[src/rtl/adc_fe_pkg.sv]
// Package: shared sizes and types for the serial ADC control front-end.
// Assumes a 10-bit result, a 4-bit command and eight analog inputs.
package adc_fe_pkg;
    localparam int RESULT_W   = 10;
    localparam int COMMAND_W  = 4;
    localparam int N_ANALOG   = 8;
    localparam int N_PINS     = 6;

    // framing chosen by the frame-sync level at the chip-select fall
    typedef enum logic {
        MODE_DSP = 1'b0,
        MODE_MPU = 1'b1
    } frame_mode_e;

    // conversion controller state
    typedef enum logic [1:0] {
        ST_IDLE  = 2'd0,
        ST_FSAMP = 2'd1,
        ST_XSAMP = 2'd2,
        ST_BUSY  = 2'd3
    } conv_st_e;

    // pin positions inside the synchronized pin vector
    localparam int PIN_CS  = 0;
    localparam int PIN_SCK = 1;
    localparam int PIN_FS  = 2;
    localparam int PIN_DIN = 3;
    localparam int PIN_INV = 4;
    localparam int PIN_XST = 5;
endpackage

[src/rtl/adc_pin_sync.sv]
// Module: two-flop synchronizer and edge detector for a vector of pins.
// Assumes each pin stays stable for at least two system clocks between changes.
module adc_pin_sync #(
    parameter int          W       = 6,
    parameter logic [W-1:0] RST_VAL = '0
) (
    input  logic         clk,
    input  logic         rst_n,
    input  logic [W-1:0] pin_i,
    output logic [W-1:0] lvl_o,
    output logic [W-1:0] rise_o,
    output logic [W-1:0] fall_o
);
    for (genvar b = 0; b < W; b++) begin : g_bit
        logic s1_q, s2_q, s3_q;

        // Two metastability stages plus one history stage for edge detection.
        always_ff @(posedge clk) begin
            if (!rst_n) begin
                s1_q <= RST_VAL[b];
                s2_q <= RST_VAL[b];
                s3_q <= RST_VAL[b];
            end else begin
                s1_q <= pin_i[b];
                s2_q <= s1_q;
                s3_q <= s2_q;
            end
        end

        assign lvl_o[b]  = s2_q;
        assign rise_o[b] = s2_q & ~s3_q;
        assign fall_o[b] = ~s2_q & s3_q;
    end
endmodule

[src/rtl/adc_frame_seq.sv]
// Module: serial frame sequencer. It latches the framing mode, captures the
// command, shifts the previous result out and marks the sampling edges.
// Assumes synchronized single-cycle edge strobes from adc_pin_sync.
module adc_frame_seq
    import adc_fe_pkg::*;
#(
    parameter int RES_W    = RESULT_W,
    parameter int CMD_W    = COMMAND_W,
    parameter int MAX_CLKS = 16
) (
    input  logic             clk,
    input  logic             rst_n,
    input  logic             cs_fall,
    input  logic             cs_rise,
    input  logic             sclk_rise,
    input  logic             sclk_fall,
    input  logic             fs_lvl,
    input  logic             din_lvl,
    input  logic             inv_lvl,
    input  logic [RES_W-1:0] result,
    output logic             dout,
    output logic             dout_oe,
    output logic             cmd_valid,
    output logic [CMD_W-1:0] cmd_word,
    output logic             open_f,
    output logic             close_f
);
    localparam int CNT_W = $clog2(MAX_CLKS + 1);
    localparam int CC_W  = $clog2(CMD_W + 1);
    localparam logic [CNT_W-1:0] OPEN_IDX  = CNT_W'(CMD_W - 1);
    localparam logic [CNT_W-1:0] CLOSE_IDX = CNT_W'(RES_W - 1);
    localparam logic [CNT_W-1:0] CNT_MAX   = CNT_W'(MAX_CLKS);
    localparam logic [CC_W-1:0]  CC_LAST   = CC_W'(CMD_W - 1);
    localparam logic [CC_W-1:0]  CC_FULL   = CC_W'(CMD_W);

    logic             active_q;
    frame_mode_e      mode_q;
    logic [CNT_W-1:0] rise_cnt_q, fall_cnt_q;
    logic [CC_W-1:0]  cc_q;
    logic [CMD_W-2:0] cmd_sh_q;
    logic [RES_W-1:0] out_sh_q;
    logic             zero_q;

    logic             live_r, live_f, is_mpu, cap, take, shift, zero_hit;
    logic [CMD_W-1:0] cmd_nxt;

    // Decode which strobes count in this frame for the latched mode and polarity.
    always_comb begin
        live_r   = active_q & sclk_rise & ~cs_fall;
        live_f   = active_q & sclk_fall & ~cs_fall;
        is_mpu   = (mode_q == MODE_MPU);
        if (is_mpu) cap = inv_lvl ? live_r : live_f;
        else        cap = inv_lvl ? live_f : live_r;
        take     = cap && (cc_q < CC_FULL);
        shift    = is_mpu ? live_f : live_r;
        open_f   = is_mpu ? (live_f && fall_cnt_q == OPEN_IDX)
                          : (live_r && rise_cnt_q == OPEN_IDX);
        close_f  = is_mpu ? (live_r && rise_cnt_q == CLOSE_IDX)
                          : (live_f && fall_cnt_q == CLOSE_IDX);
        zero_hit = live_f && (fall_cnt_q == CLOSE_IDX);
        cmd_nxt  = {cmd_sh_q, din_lvl};
    end

    assign cmd_valid = take && (cc_q == CC_LAST);
    assign cmd_word  = cmd_nxt;
    assign dout      = out_sh_q[RES_W-1] & ~zero_q;
    assign dout_oe   = active_q;

    // Frame activity and framing mode, set at the chip-select fall.
    always_ff @(posedge clk) begin
        if (!rst_n) begin
            active_q <= 1'b0;
            mode_q   <= MODE_MPU;
        end else if (cs_fall) begin
            active_q <= 1'b1;
            mode_q   <= fs_lvl ? MODE_MPU : MODE_DSP;
        end else if (cs_rise) begin
            active_q <= 1'b0;
        end
    end

    // Saturating counts of the rising and falling serial edges in this frame.
    always_ff @(posedge clk) begin
        if (!rst_n || cs_fall) begin
            rise_cnt_q <= '0;
            fall_cnt_q <= '0;
        end else begin
            if (live_r && rise_cnt_q != CNT_MAX) rise_cnt_q <= rise_cnt_q + 1'b1;
            if (live_f && fall_cnt_q != CNT_MAX) fall_cnt_q <= fall_cnt_q + 1'b1;
        end
    end

    // Command shift register, filled MSB first on the first capture edges.
    always_ff @(posedge clk) begin
        if (!rst_n || cs_fall) begin
            cc_q     <= '0;
            cmd_sh_q <= '0;
        end else if (take) begin
            cc_q     <= cc_q + 1'b1;
            cmd_sh_q <= cmd_nxt[CMD_W-2:0];
        end
    end

    // Result shifter: loaded at the frame start, moves one bit per shift edge.
    always_ff @(posedge clk) begin
        if (!rst_n) begin
            out_sh_q <= '0;
            zero_q   <= 1'b0;
        end else if (cs_fall) begin
            out_sh_q <= result;
            zero_q   <= 1'b0;
        end else begin
            if (shift)    out_sh_q <= {out_sh_q[RES_W-2:0], 1'b0};
            if (zero_hit) zero_q   <= 1'b1;
        end
    end

    AST_CMD_CNT_LIMIT: assert property (@(posedge clk) disable iff (!rst_n)
        cc_q <= CC_FULL);
    AST_OE_DROPS_ON_CS: assert property (@(posedge clk) disable iff (!rst_n)
        cs_rise |=> !dout_oe);
    AST_NO_EDGE_IDLE: assert property (@(posedge clk) disable iff (!rst_n)
        !active_q |-> !open_f && !close_f && !cmd_valid);
endmodule

[src/rtl/adc_conv_ctrl.sv]
// Module: sampling and conversion controller. It opens and closes the sampling
// window from frame or start-pin events, starts the core, drives end-of-conversion
// and handles aborts.
// Assumes single-cycle event strobes.
module adc_conv_ctrl
    import adc_fe_pkg::*;
(
    input  logic clk,
    input  logic rst_n,
    input  logic open_f,
    input  logic close_f,
    input  logic abort,
    input  logic frame_end,
    input  logic cs_idle,
    input  logic xs_fall,
    input  logic xs_rise,
    input  logic core_done,
    output logic sample_en,
    output logic conv_start,
    output logic eoc
);
    conv_st_e st_q, st_d;
    logic     go;

    // Next-state decode. An abort wins over every other event.
    always_comb begin
        st_d = st_q;
        go   = 1'b0;
        if (abort) begin
            st_d = ST_IDLE;
        end else begin
            unique case (st_q)
                ST_IDLE: begin
                    if (open_f)                st_d = ST_FSAMP;
                    else if (xs_fall && cs_idle) st_d = ST_XSAMP;
                end
                ST_FSAMP: begin
                    if (close_f) begin
                        st_d = ST_BUSY;
                        go   = 1'b1;
                    end else if (frame_end) begin
                        st_d = ST_IDLE;
                    end
                end
                ST_XSAMP: begin
                    if (xs_rise) begin
                        st_d = ST_BUSY;
                        go   = 1'b1;
                    end
                end
                ST_BUSY: begin
                    if (core_done) st_d = ST_IDLE;
                end
                default: st_d = ST_IDLE;
            endcase
        end
    end

    // State and start-pulse registers.
    always_ff @(posedge clk) begin
        if (!rst_n) begin
            st_q       <= ST_IDLE;
            conv_start <= 1'b0;
        end else begin
            st_q       <= st_d;
            conv_start <= go;
        end
    end

    assign sample_en = (st_q == ST_FSAMP) || (st_q == ST_XSAMP);
    assign eoc       = (st_q != ST_BUSY);

    AST_START_ONE_CYCLE: assert property (@(posedge clk) disable iff (!rst_n)
        conv_start |=> !conv_start);
    AST_EOC_LOW_AT_START: assert property (@(posedge clk) disable iff (!rst_n)
        conv_start |-> !eoc);
    AST_ABORT_TO_IDLE: assert property (@(posedge clk) disable iff (!rst_n)
        abort |=> eoc && !sample_en);
    AST_NO_SAMPLE_BUSY: assert property (@(posedge clk) disable iff (!rst_n)
        !eoc |-> !sample_en);
endmodule

[src/rtl/adc_core_stub.sv]
// Module: behavioural converter core. It returns a fixed code per input
// CONV_CLKS system clocks after a start.
// Assumes no start arrives while a conversion is running.
module adc_core_stub
    import adc_fe_pkg::*;
#(
    parameter int RES_W     = RESULT_W,
    parameter int SEL_W     = COMMAND_W,
    parameter int CONV_CLKS = 64
) (
    input  logic             clk,
    input  logic             rst_n,
    input  logic             start,
    input  logic             abort,
    input  logic [SEL_W-1:0] ch,
    output logic             done,
    output logic [RES_W-1:0] value
);
    localparam int CW = $clog2(CONV_CLKS + 1);
    localparam logic [CW-1:0] LAST = CW'(CONV_CLKS - 1);

    logic             busy_q;
    logic [CW-1:0]    cnt_q;
    logic [SEL_W-1:0] ch_q;

    assign done = busy_q && (cnt_q == LAST) && !abort;

    // Conversion timer with channel latch; an abort cancels it.
    always_ff @(posedge clk) begin
        if (!rst_n) begin
            busy_q <= 1'b0;
            cnt_q  <= '0;
            ch_q   <= '0;
        end else if (abort) begin
            busy_q <= 1'b0;
        end else if (start) begin
            busy_q <= 1'b1;
            cnt_q  <= '0;
            ch_q   <= ch;
        end else if (done) begin
            busy_q <= 1'b0;
        end else if (busy_q) begin
            cnt_q  <= cnt_q + 1'b1;
        end
    end

    // Deterministic code for each analog channel and test level.
    always_comb begin
        if (ch_q < SEL_W'(N_ANALOG))
            value = RES_W'({ch_q[2:0], ~ch_q[2:0], 4'b0101});
        else if (ch_q == SEL_W'(N_ANALOG))
            value = RES_W'(1) << (RES_W - 1);
        else if (ch_q == SEL_W'(N_ANALOG + 1))
            value = '0;
        else
            value = '1;
    end

    AST_NO_START_BUSY: assert property (@(posedge clk) disable iff (!rst_n)
        start |-> !busy_q);
endmodule

[src/rtl/adc_serial_ctrl.sv]
// Module: top of the serial ADC control front-end. It synchronizes the pins,
// runs the frame sequencer and conversion controller, decodes commands and
// holds the result.
// Assumes clk is at least 8x the serial clock rate.
module adc_serial_ctrl
    import adc_fe_pkg::*;
#(
    parameter int RES_W     = RESULT_W,
    parameter int CMD_W     = COMMAND_W,
    parameter int MAX_CLKS  = 16,
    parameter int CONV_CLKS = 64
) (
    input  logic             clk,
    input  logic             rst_n,
    input  logic             cs_n_i,
    input  logic             sclk_i,
    input  logic             fs_i,
    input  logic             din_i,
    input  logic             clkinv_i,
    input  logic             xstart_n_i,
    output logic             dout_o,
    output logic             dout_oe_o,
    output logic             eoc_o,
    output logic             sample_en_o,
    output logic             conv_start_o,
    output logic [CMD_W-1:0] chan_sel_o,
    output logic             pwr_down_o,
    output logic             rate_fast_o
);
    localparam logic [CMD_W-1:0] LAST_SEL  = CMD_W'(N_ANALOG + 2);
    localparam logic [CMD_W-1:0] CODE_SLOW = CMD_W'(N_ANALOG + 3);
    localparam logic [CMD_W-1:0] CODE_FAST = CMD_W'(N_ANALOG + 4);
    localparam logic [CMD_W-1:0] CODE_PD   = CMD_W'(N_ANALOG + 5);
    localparam logic [N_PINS-1:0] PIN_RST  = N_PINS'(6'b110101);

    logic [N_PINS-1:0] pins, lvl, rise, fall;
    logic              cmd_valid, open_f, close_f, core_done;
    logic [CMD_W-1:0]  cmd_word;
    logic [RES_W-1:0]  core_value, result_q;

    always_comb begin
        pins          = '0;
        pins[PIN_CS]  = cs_n_i;
        pins[PIN_SCK] = sclk_i;
        pins[PIN_FS]  = fs_i;
        pins[PIN_DIN] = din_i;
        pins[PIN_INV] = clkinv_i;
        pins[PIN_XST] = xstart_n_i;
    end

    adc_pin_sync #(.W(N_PINS), .RST_VAL(PIN_RST)) sync_i (
        .clk(clk), .rst_n(rst_n), .pin_i(pins),
        .lvl_o(lvl), .rise_o(rise), .fall_o(fall)
    );

    adc_frame_seq #(.RES_W(RES_W), .CMD_W(CMD_W), .MAX_CLKS(MAX_CLKS)) frame_i (
        .clk(clk), .rst_n(rst_n),
        .cs_fall(fall[PIN_CS]), .cs_rise(rise[PIN_CS]),
        .sclk_rise(rise[PIN_SCK]), .sclk_fall(fall[PIN_SCK]),
        .fs_lvl(lvl[PIN_FS]), .din_lvl(lvl[PIN_DIN]), .inv_lvl(lvl[PIN_INV]),
        .result(result_q), .dout(dout_o), .dout_oe(dout_oe_o),
        .cmd_valid(cmd_valid), .cmd_word(cmd_word),
        .open_f(open_f), .close_f(close_f)
    );

    adc_conv_ctrl ctrl_i (
        .clk(clk), .rst_n(rst_n), .open_f(open_f), .close_f(close_f),
        .abort(fall[PIN_CS]), .frame_end(rise[PIN_CS]), .cs_idle(lvl[PIN_CS]),
        .xs_fall(fall[PIN_XST]), .xs_rise(rise[PIN_XST]),
        .core_done(core_done), .sample_en(sample_en_o),
        .conv_start(conv_start_o), .eoc(eoc_o)
    );

    adc_core_stub #(.RES_W(RES_W), .SEL_W(CMD_W), .CONV_CLKS(CONV_CLKS)) core_i (
        .clk(clk), .rst_n(rst_n), .start(conv_start_o), .abort(fall[PIN_CS]),
        .ch(chan_sel_o), .done(core_done), .value(core_value)
    );

    // Command decode: select input, or set the rate and power controls.
    always_ff @(posedge clk) begin
        if (!rst_n) begin
            chan_sel_o  <= '0;
            pwr_down_o  <= 1'b0;
            rate_fast_o <= 1'b1;
        end else if (cmd_valid) begin
            if (cmd_word <= LAST_SEL) begin
                chan_sel_o <= cmd_word;
                pwr_down_o <= 1'b0;
            end else if (cmd_word == CODE_SLOW) begin
                rate_fast_o <= 1'b0;
            end else if (cmd_word == CODE_FAST) begin
                rate_fast_o <= 1'b1;
            end else if (cmd_word == CODE_PD) begin
                pwr_down_o <= 1'b1;
            end
        end
    end

    // Result register, written only when a conversion completes.
    always_ff @(posedge clk) begin
        if (!rst_n)         result_q <= '0;
        else if (core_done) result_q <= core_value;
    end

    AST_RESULT_HOLD: assert property (@(posedge clk) disable iff (!rst_n)
        !core_done |=> $stable(result_q));
    AST_SEL_IN_RANGE: assert property (@(posedge clk) disable iff (!rst_n)
        chan_sel_o <= LAST_SEL);
endmodule

[config.mk]
export PLATFORM = sky130hd
export DESIGN_NAME = adc_serial_ctrl
export DESIGN_NICKNAME = d
export VERILOG_FILES = /design/src/rtl/adc_fe_pkg.sv /design/src/rtl/adc_pin_sync.sv /design/src/rtl/adc_frame_seq.sv /design/src/rtl/adc_conv_ctrl.sv /design/src/rtl/adc_core_stub.sv /design/src/rtl/adc_serial_ctrl.sv
export SDC_FILE = /design/constraint.sdc
export NUM_CORES = 1
export LEC_CHECK = 0
export ABC_AREA = 1
export CAP_MARGIN = 20
export CORE_ASPECT_RATIO = 1.4
export CORE_MARGIN = 4
export CORE_UTILIZATION = 45
export CTS_CLUSTER_SIZE = 20
export DETAILED_ROUTE_END_ITERATION = 8
export SLEW_MARGIN = 5
export SYNTH_ARGS = -nofsm -noshare
export SYNTH_HDL_FRONTEND = slang
export SYNTH_HIERARCHICAL = 1
export SYNTH_SLANG_ARGS = --single-unit
export TNS_END_PERCENT = 1
[constraint.sdc]
create_clock -name clk -period 3.6 [get_ports clk]
set_clock_uncertainty 0.2 [all_clocks]
set_input_delay 0.36 -clock clk [delete_from_list [all_inputs] [get_ports clk]]
set_output_delay 0.36 -clock clk [all_outputs]
set_load 0.005 [all_outputs]
---- Word level (Yosys, flattened, before mapping) ----
Cells that the tools add are included.
operators by class
  add/subtract/negate cells ............... 4
  order comparisons ....................... 3
  eq/ne operators ......................... 24
  mux-type cells .......................... 35
  bitwise gates (word level) .............. 22
  reductions and logical operators ........ 29
operator list
  operator               number
  $mux W10               5
  $mux W7                3
  $eq A4 B4 Y1 const B   5
  $mux W1                19
  $mux W2                6
  $reduce_bool A2 Y1     6
  $and A1 B1 Y1          11
  $logic_and A1 B1 Y1    11
  $add A5 B1 Y5 const B  2
  $eq A5 B2 Y1 const B   2
  $eq A5 B4 Y1 const B   2
  $ne A5 B5 Y1 const B   2
  $not A1 Y1             10
  $ne A2 B2 Y1 const B   4
  $pmux W2 S4            1
  $reduce_and A4 Y1      2
  $add A7 B1 Y7 const B  1
  $eq A7 B6 Y1 const B   1
  $reduce_and A3 Y1      2
  $eq A2 B2 Y1 const B   2
  $le A4 B4 Y1 const B   1
  $lt A4 B4 Y1 const B   1
  $ne A2 B1 Y1 const B   2
  $reduce_and A2 Y1      2
  12 further kinds       14
storage, ports and cells
  register bits after elaboration ......... 75
  bits of input ports ..................... 8
  output and inout bits ................... 11
  logic and storage cells ................. 149

---- Logic depth before layout (Yosys ltp) ----
  depth in word-level cells ............... 9
  mapped depth ............................ 14
  gate-level depth less buffers ........... 13

---- Hierarchy ----
The synthesis kept the hierarchy.
modules (own cells, without submodules)
  module           times used  cells an instance  area each (um^2)
  adc_frame_seq    1           217                1559.0
  adc_serial_ctrl  1           95                 671.9
  adc_pin_sync     1           82                 641.9
  adc_core_stub    1           89                 621.8
  adc_conv_ctrl    1           42                 261.5

---- Least setup slack after synthesis ----
Ideal clock, no wire load.
  path type ............................... register to register
  start point ............................. reg sync_i.g_bit[0].s3_q
  end point ............................... reg chan_sel_o[0]
  data arrival time ....................... 1.600 ns
  required time ........................... 3.288 ns
  path slack .............................. 1.689 ns
  cell stages (with the launch flop) ...... 14
  path buffers ............................ 2
  cells stage by stage .................... dfxtp_1 inv_1 nor2_1 buf_6 inv_1 nand4_1 nand3_2 nand3_4 nor2_1 buf_4 inv_1 nor2_2 nor2_1 nor2_1
between the ends
  cells in the longest elaborated chain, start to end .. 8
  elaborated cells on any way between the ends .. 10
  those cells by class .................... mux: 3; bitwise: 4; reduce/logical: 3
RTL lines
  element                           RTL line                                  source
  from (decl)                       adc_pin_sync.sv:15                        logic s1_q, s2_q, s3_q;
  from (signal assigned)            adc_pin_sync.sv:22                        s3_q <= RST_VAL[b];
  from (signal assigned)            adc_pin_sync.sv:26                        s3_q <= s2_q;
  $and A1 B1 Y1 *                   adc_pin_sync.sv:32                        assign fall_o[b] = ~s2_q & s3_q;
  net fall[0]                       adc_serial_ctrl.sv:36                     logic [N_PINS-1:0] pins, lvl, rise, fall;
  $not A1 Y1 (no line) *            n/a
  $and A1 B1 Y1 (on tied branches)  adc_frame_seq.sv:49, adc_frame_seq.sv:50
  $mux W1 (on tied branches)        adc_frame_seq.sv:53, adc_frame_seq.sv:52
  $mux W1 *                         adc_frame_seq.sv:52                       if (is_mpu) cap = inv_lvl ? live_r : live_f;
  $logic_and A1 B1 Y1 *             adc_frame_seq.sv:54                       take = cap && (cc_q < CC_FULL);
  $logic_and A1 B1 Y1 *             adc_frame_seq.sv:64                       assign cmd_valid = take && (cc_q == CC_LAST);
  net cmd_valid                     adc_serial_ctrl.sv:37                     logic cmd_valid, open_f, close_f, core_done;
  $reduce_and A2 Y1 (no line) *     n/a
  to (signal assigned)              adc_serial_ctrl.sv:87                     chan_sel_o <= cmd_word;
  to (decl)                         adc_serial_ctrl.sv:26                     output logic [CMD_W-1:0] chan_sel_o,
The timed path passes the listed nets; every way through them passes the cells marked *.
A chain may end at the register's enable or synchronous reset.

---- Worst setup path after layout ----
  start point ............................. reg sync_i.g_bit[0].s2_q
  end point ............................... reg chan_sel_o[1]
between the ends
  cells in the longest elaborated chain, start to end .. 9
  elaborated cells on any way between the ends .. 11
  those cells by class .................... mux: 3; bitwise: 5; reduce/logical: 3
RTL lines
  element                           RTL line                                  source
  from (decl)                       adc_pin_sync.sv:15
  from (signal assigned)            adc_pin_sync.sv:21                        s2_q <= RST_VAL[b];
  from (signal assigned)            adc_pin_sync.sv:25                        s2_q <= s1_q;
  $not A1 Y1 *                      adc_pin_sync.sv:32
  $and A1 B1 Y1 *                   adc_pin_sync.sv:32
  net fall[0]                       adc_serial_ctrl.sv:36
  $not A1 Y1 (no line) *            n/a
  $and A1 B1 Y1 (on tied branches)  adc_frame_seq.sv:49, adc_frame_seq.sv:50
  $mux W1 (on tied branches)        adc_frame_seq.sv:53, adc_frame_seq.sv:52
  $mux W1 *                         adc_frame_seq.sv:52
  $logic_and A1 B1 Y1 *             adc_frame_seq.sv:54
  $logic_and A1 B1 Y1 *             adc_frame_seq.sv:64
  net cmd_valid                     adc_serial_ctrl.sv:37
  $reduce_and A2 Y1 (no line) *     n/a
Marks and branches as above.

==> impl_results.md <==
* Status: complete, no violations
* Post-Syn Nets at 525
* Final Cycle Share at 65.3%
* RSZ-0062 raised after global routing: false
* CTS tree: yes
* Num CTS Buffers at 9
* Rows at 38
* Max FO, Critical Path at 24
* Post-CTS resize count at 0
* Setup TNS at 0 ns
* CTS max path bufs at 2
* WS Path Type: reg -> reg
* Final setup vio count at 0
* Worst hold path type: reg -> reg
* GP Congestion at 0.784
* Critical Path Start Type: register
* Initial antenna violation count at 0
* Largest net degree at the start of global routing at 40
* CTS root buf: clkbuf_8
* P per Cell Area at 431 mW/mm2
* Post-route DRC at 0
* Share of cells above drive strength 1 at 8.62%
* Die area at 0.00957 mm2
* Vias in the first global route at 2756
* Post-CTS Hold Buffers at 0
* Die Span X at 83.8 um
* Synth Area per Inst at 7.18 um2
* Syn Inst Count at 504
* Maxcap violations at 0
* VDD IR max at 278 uV
* Leakage power at 1.74 nW
* CP endpoint kind: register
* Total Power at 1.74 mW
* Area of all placed cells without fillers at 0.00404 mm2
* DR vias/cell at 4.77
* Global Route Usage Sum at 14.8%
* Critical Path AT at 2.42 ns
* Nets at 538
* First-pass GRT wire length at 11.7 mm
* H-tree Lvls at 3
* Final worst slack at 1.25 ns
* Clock network latency to the later pin of the worst-skew pair at 0.34 ns
* Mapped cell area at 0.00362 mm2
* Post-DP HPWL at 4.84 mm
* Core Box Area at 0.00780 mm2
* Final ANT Viol Nets at 0
* Post-DP Area at 0.00381 mm2
* PortBufs at 18
* Routed wire length at 6.61 mm
* Min Tclk post-route at 2.35 ns
* DP Worst Slack at 1.13 ns
* DIE HEIGHT at 114 um
* DRT iter0 DRCs at 135
* Final-report hold violation count at 0
* Grt total ovfl at 0
* Drt first pass iters at 4
* Area Overhead vs Synth at 11.5%
* Max-slew violations at 0
* Worst Path Required at 3.67 ns
* Fin util at 51.8%
* Hold depth at 2
* Worst relative slew slack at 39.0%
* Initial Util at 46.4%
* Wirelength per Cell at 10.6 um
* F_max at 425 MHz
* Worst slew pin tran at 0.912 ns
* Cell Count, Final, Fillers Out at 622
* Vias at 2967
* CTS sink count at 75
* Post-CTS Setup Inserts at 0
* Clock slew at reported path FFs at 0.07 ns
* DP Cell Count at 606
* R2R cell count at 11
* Hold Slack at 0.203 ns
* Ant diodes at 0
* Yosys warnings at 6
* Top Ports at 19
==> flip-flops by register name, indices dropped and copies added (netlist names), 4 cells and up <==
name	count
frame_i/rise_cnt_q	5
frame_i/out_sh_q	10
sync_i/g_bit.s2_q	6
chan_sel_o	4
sync_i/g_bit.s1_q	6
core_i/cnt_q	7
result_q	10
core_i/ch_q	4
frame_i/fall_cnt_q	5
==> area by class of cell <==
type                            instances  area, um2
Multi-Input combinational cell        322       1650
Inverter                               89        334
Clock buffer                           12        155
Sequential cell                        75       1500
Timing Repair Buffer                   20        195
Fill cell                             810       3760
Tap cell                              100        125
Clock inverter                          4       72.6
==> power by group <==
part / leakage, nW / internal (mW) / switching, mW
Clock: 0.113 / 0.428 / 0.296
Sequential: 0.608 / 0.847 / 0.0158
Combinational: 1.02 / 0.0636 / 0.0910
Total: 1.74 / 1.34 / 0.403
==> worst max-delay path: stages (launching register included) <==
cell	delay [ns]
dfxtp_1	0.36
nor2_2	0.11
buf_4	0.24
nor2_4	0.18
nand2_1	0.08
nand3_2	0.10
nand3_4	0.12
nor2_1	0.44
inv_1	0.10
nor2_2	0.19
nor2_1	0.06
nor2_1	0.08
==> layout by cell type, fill, tap and decap left out, drive strengths merged <==
cell           count
ha                13
o22ai              2
buf                2
xnor2              1
clkbuf            12
nand3             28
bufinv             2
nor3b              1
nand4              6
a22oi              9
inv               87
nand2            102
a21oi             37
dfxtp             75
nor2              80
nor3               4
xor2               2
clkinv             3
clkdlybuf4s50     18
o211ai             4
clkinvlp           1
o21ai             31
and3               1
o31ai              1
==> path summary, 6_finish.rpt <==
path                                            from              endpoint  slack [ns]
worst max register to register  sync_i/g_bit[0].s2_q         chan_sel_o[1]        1.25
worst min-delay path            sync_i/g_bit[4].s1_q  sync_i/g_bit[4].s2_q        0.20
worst max-delay path            sync_i/g_bit[0].s2_q         chan_sel_o[1]        1.25
worst min register to register  sync_i/g_bit[4].s1_q  sync_i/g_bit[4].s2_q        0.20
==> metal layers <==
layer / track usage [%] / wire (um)
met1: 17.8 / 3120
met2: 25.4 / 3140
met3: 2.88 / 213
met4: 7.19 / 146
met5: 0 / 0
(Power assumes the default switching activity.)
